### config.mk
export PLATFORM = sky130hd
export DESIGN_NAME = dma_chan_arbiter
export DESIGN_NICKNAME = d
export VERILOG_FILES = /design/src/rtl/dma_arb_pkg.sv /design/src/rtl/dma_arb_prio_pick.sv /design/src/rtl/dma_arb_grant_dec.sv /design/src/rtl/dma_chan_arbiter.sv
export SDC_FILE = /design/constraint.sdc
export NUM_CORES = 1
export LEC_CHECK = 0
export ABC_CLOCK_PERIOD_IN_PS = 2700
export BUFFER_PORTS_ARGS = -buffer_cell sky130_fd_sc_hd__buf_4
export CAP_MARGIN = 20
export CORE_MARGIN = 2
export CORE_UTILIZATION = 51
export CTS_BUF_LIST = sky130_fd_sc_hd__clkbuf_16
export DETAILED_ROUTE_END_ITERATION = 8
export MAX_ROUTING_LAYER = met4
export PLACE_DENSITY = 0.79
export SYNTH_ARGS = -nofsm -noshare
export SYNTH_HDL_FRONTEND = slang
export SYNTH_SLANG_ARGS = --single-unit
### constraint.sdc
create_clock -name clk -period 2.7 [get_ports clk]
set_input_delay 0.54 -clock clk [delete_from_list [all_inputs] [get_ports clk]]
set_output_delay 0.54 -clock clk [all_outputs]
set_load 0.02 [all_outputs]
### src/rtl/dma_arb_pkg.sv
package dma_arb_pkg;

    localparam int MODE_W = 2;

    typedef enum logic [MODE_W-1:0] {
        XFER_SINGLE = 2'd0,
        XFER_BURST  = 2'd1,
        XFER_BLOCK  = 2'd2,
        XFER_BLOCK2 = 2'd3
    } xfer_mode_e;

    typedef enum logic [1:0] {
        ARB_IDLE = 2'd0,
        ARB_CHAN = 2'd1,
        ARB_EXT  = 2'd2
    } arb_state_e;

    // Any code other than single holds the bus until the closing cycle.
    function automatic logic holds_bus(input logic [MODE_W-1:0] code);
        return code != XFER_SINGLE;
    endfunction

endpackage

### src/rtl/dma_arb_prio_pick.sv
module dma_arb_prio_pick #(
    parameter int N = 4,
    localparam int IDX_W = (N > 1) ? $clog2(N) : 1
) (
    input  logic [N-1:0]     req,
    output logic             vld,
    output logic [IDX_W-1:0] idx
);
    // Lowest index wins: the scan runs downwards so the last hit is the lowest.
    always_comb begin
        vld = 1'b0;
        idx = '0;
        for (int i = N - 1; i >= 0; i--) begin
            if (req[i]) begin
                vld = 1'b1;
                idx = IDX_W'(i);
            end
        end
    end
endmodule

### src/rtl/dma_arb_grant_dec.sv
module dma_arb_grant_dec
    import dma_arb_pkg::*;
#(
    parameter int N = 4,
    localparam int IDX_W = (N > 1) ? $clog2(N) : 1
) (
    input  arb_state_e       st,
    input  logic [IDX_W-1:0] owner,
    output logic [N-1:0]     ch_grant,
    output logic             ext_grant,
    output logic             bus_busy
);
    for (genvar g = 0; g < N; g++) begin : g_grant
        assign ch_grant[g] = (st == ARB_CHAN) && (owner == IDX_W'(g));
    end
    assign ext_grant = (st == ARB_EXT);
    assign bus_busy  = (st != ARB_IDLE);
endmodule

### src/rtl/dma_chan_arbiter.sv
module dma_chan_arbiter
    import dma_arb_pkg::*;
#(
    parameter int NUM_CH = 4,
    localparam int CH_W = (NUM_CH > 1) ? $clog2(NUM_CH) : 1
) (
    input  logic                     clk,
    input  logic                     rst,
    input  logic [NUM_CH-1:0]        ch_req,
    input  logic [MODE_W*NUM_CH-1:0] ch_mode,
    input  logic [NUM_CH-1:0]        ch_done,
    input  logic [NUM_CH-1:0]        ch_last,
    input  logic                     ext_req,
    output logic [NUM_CH-1:0]        ch_grant,
    output logic                     ext_grant,
    output logic                     bus_busy
);
    arb_state_e       st_q;
    logic [CH_W-1:0]  own_q;
    logic             multi_q;
    logic [CH_W-1:0]  pend_q;
    logic             pend_vld_q;

    logic [NUM_CH-1:0] own_mask;
    logic [NUM_CH-1:0] pick_req;
    logic              o_vld;
    logic [CH_W-1:0]   o_idx;
    logic              owner_again;
    logic              nxt_vld;
    logic [CH_W-1:0]   nxt_idx;
    logic              release_now;

    function automatic logic [MODE_W-1:0] mode_at(input logic [CH_W-1:0] idx);
        return ch_mode[int'(idx)*MODE_W +: MODE_W];
    endfunction

    // The current owner is left out of the search for the next one.
    assign own_mask = (st_q == ARB_CHAN) ? (NUM_CH'(1) << own_q) : '0;
    assign pick_req = ch_req & ~own_mask;

    dma_arb_prio_pick #(.N(NUM_CH)) u_pick (
        .req (pick_req),
        .vld (o_vld),
        .idx (o_idx)
    );

    assign owner_again = (st_q == ARB_CHAN) && ch_req[own_q];
    assign nxt_vld     = o_vld || owner_again;
    assign nxt_idx     = o_vld ? o_idx : own_q;
    assign release_now = (st_q == ARB_CHAN) && ch_done[own_q]
                         && (!multi_q || ch_last[own_q]);

    always_ff @(posedge clk) begin
        if (rst) begin
            st_q       <= ARB_IDLE;
            own_q      <= '0;
            multi_q    <= 1'b0;
            pend_q     <= '0;
            pend_vld_q <= 1'b0;
        end else begin
            unique case (st_q)
                ARB_IDLE: begin
                    if (o_vld) begin
                        st_q    <= ARB_CHAN;
                        own_q   <= o_idx;
                        multi_q <= holds_bus(mode_at(o_idx));
                    end else if (ext_req) begin
                        st_q       <= ARB_EXT;
                        pend_vld_q <= 1'b0;
                    end
                end
                ARB_CHAN: begin
                    if (release_now) begin
                        if (ext_req) begin
                            st_q       <= ARB_EXT;
                            pend_q     <= nxt_idx;
                            pend_vld_q <= nxt_vld;
                        end else if (nxt_vld) begin
                            own_q   <= nxt_idx;
                            multi_q <= holds_bus(mode_at(nxt_idx));
                        end else begin
                            st_q <= ARB_IDLE;
                        end
                    end
                end
                ARB_EXT: begin
                    pend_vld_q <= 1'b0;
                    if (pend_vld_q) begin
                        st_q    <= ARB_CHAN;
                        own_q   <= pend_q;
                        multi_q <= holds_bus(mode_at(pend_q));
                    end else begin
                        st_q <= ARB_IDLE;
                    end
                end
                default: st_q <= ARB_IDLE;
            endcase
        end
    end

    dma_arb_grant_dec #(.N(NUM_CH)) u_dec (
        .st        (st_q),
        .owner     (own_q),
        .ch_grant  (ch_grant),
        .ext_grant (ext_grant),
        .bus_busy  (bus_busy)
    );
endmodule

==> impl_metrics.csv <==
group,metric,value,unit
grt,grt_max_degree,13,
route,ant_nets,0,
hold_path,hold_path.class,"reg2reg",
route,num_vias,989,
power_and_ir_drop,p_per_area,865.4,nW/um^2
synth,synthFlopType,"dfxtp_1",
sta,fin_crit_sh,0.8317,
sta,final_hold_viol_count,0,
setup_path,critPathMaxFanout,12,
power_and_ir_drop,p_leak,0.5280,nW
route,wl,2.539,mm
sta,hold_ws,0.5461,ns
power_and_ir_drop,p_total,1.101,mW
setup_path,cp.arrival,2.39,ns
route,post_drt_wl_per_cell,15.39,um
run_status,status,"finished, final reports clean",
final_layout,fin_area,1272,um^2
clock_network,clkSlewWorstSetupHoldPaths,0.04,ns
clock_network,post_cts_buffers,0,
final_layout,layout-drive-gt1-share,0.3571,
clock_network,cts_sinks,8,
sta,grt_setup_unrepaired,"false",
synth,yosysMostFrequentCell,"nor2_1",
clock_network,cts_made_buffers,3,
route,route.detailed.drc,0,
synth,synthArstFlopShare,0,
final_layout,syn2layout_area_growth,30.72,%
setup_path,startpoint_type,"register",
synth,yosys-top-cells-area,"dfxtp_1, mux4_2, mux4_1, nor2_1, ha_1",
floorplanning,io_pins,29,
synth,syn_nets,139,
placed_design,place.gp.congestion,0.8534,
clock_network,postCtsHoldBufs,0,
synth,postSynthCellCount,112,
placed_design,portBuffers,28,
sta,maxSlewViolCount,0,
setup_path,endpoint_kind,"register",
floorplanning,core_area,1764,um^2
sta,fin_setup_tns,0,ns
power_and_ir_drop,vdd_ir_drop_max,0.6474,mV
grt,grt-ovfl-total,0,
route,dr.pass1.iters,4,
clock_network,insertion_delay,0.24,ns
sta,tightest_slew,0.4712,ns
placed_design,place_area,1197,um^2
synth,synth_edf_count,0,
setup_path,critPathKind,"reg2reg",
final_layout,insertedDiodeCount,0,
grt,grt_pass1_vias,906,
sta,setup_violations,0,
synth,syn_area,973.4,um^2
synth,syn_avg_cell_area,8.691,um^2
clock_network,clockRootBuffer,"clkbuf_16",
clock_network,cts_resized,0,
clock_network,htreeDepth,1,
synth,synthTopCellsByCount,"nor2_1, inv_1, nand2_1, dfxtp_1",
floorplanning,dieArea,2274,um^2
synth,synth_seq_cells,8,
synth,synth_cell_type_count,40,
sta,layout_min_cycle_time,2.246,ns
floorplanning,rows,15,
synth,ys_warn_count,0,
synth,yosysTopAreaCellShare,0.1645,
floorplanning,initial_core_util,0.5518,
route,detail_route.iter0.violations,28,
sta,max_freq,0.4453,GHz
sta,clock_skew,0.006819,ns
setup_path,cp.required,2.84,ns
grt,antenna_found_initial,0,
final_layout,final_core_util,0.7213,
clock_network,tritoncts,"done",
grt,grt_pass1_wl,4.071,mm
route,viasPerCell,5.994,
floorplanning,fp.dieH,47.69,um
placed_design,hpwl,1.937,mm
synth,yosysTopAreaCell,"dfxtp_1",
grt,gr-usage-all-layers,0.2629,
sta,maxSlewHeadroom,0.6854,
floorplanning,die_w,47.69,um
final_layout,final_nets,169,
run,cap_violations,0,
synth,ys_seq_area_frac,0.1645,
clock_network,clockBufferDepth,2,
state kept, by name (all words and copies together), names as in the netlist:
register,cells
multi_q,1
pend_q,2
own_q,2
pend_vld_q,1
st_q,2
logic make-up (layout without fill, tap and decap cells):
logic type | after synthesis | in the layout | synth area share
and+or+nand+nor | 40 | 40 | 0.1954
AOI/OAI and AO/OA | 34 | 34 | 0.3252
buffers and inverters | 14 | 42 | 0.06427
muxes | 12 | 12 | 0.1992
DFF | 8 | 8 | 0.1645
adders and majority gates | 4 | 4 | 0.05142
critical path, cell delays in order (launching register included):
cell and delay (ns):
dfxtp_1 0.61, mux4_1 0.70, o311ai_4 0.29, a221oi_4 0.14, a211o_2 0.37, o41ai_2 0.05
per-stage QoR:
step,std cells,setup WS (ns)
detailed placement,162,0.4678
global route,165,0.3321
floorplan,112,0.5996
finish,165,0.4545
CTS,165,0.4474
global placement,162,0.4535
layout by cell type (no fill, tap or decap), types with 6 or more instances in the layout:
master and instances:
buf_4 29, dfxtp_1 8, inv_1 10, nand2_1 10, nand3_1 6, nor2_1 14
o21ai_0 6
cell type report:
cell class | instances | area [um^2]
multi-input cells | 90 | 750.7
fillers | 143 | 491.7
repair buffers | 29 | 217.7
flip-flops and latches | 8 | 160.2
clock buffers | 3 | 75.07
inverters | 10 | 37.54
well taps | 25 | 31.28
final timing paths:
path / startpoint / end / slack, ns / cells after the start
setup / recovery: own_q[0] / multi_q / 0.45 / 5
hold / removal: pend_q[0] / pend_q[0] / 0.55 / 2
setup reg to reg: own_q[0] / multi_q / 0.45 / 5
hold reg to reg: pend_q[0] / pend_q[0] / 0.55 / 2
power breakdown:
part / switching, mW / leakage, nW / internal [mW]
Clock: 0.0624 / 0.0370 / 0.191
Combinational: 0.333 / 0.425 / 0.310
Sequential: 0.0522 / 0.0656 / 0.152
Total: 0.448 / 0.528 / 0.653
layer usage:
metal / track usage / vias up / part of all wire
li1: - / 481 / -
met5: - / - / 0
met1: 0.3196 / 459 / 0.41
met4: 0.06486 / 0 / 0.017
met3: 0.06038 / 7 / 0.069
met2: 0.4373 / 42 / 0.50
No activity file was read; power rests on OpenSTA's default activity.
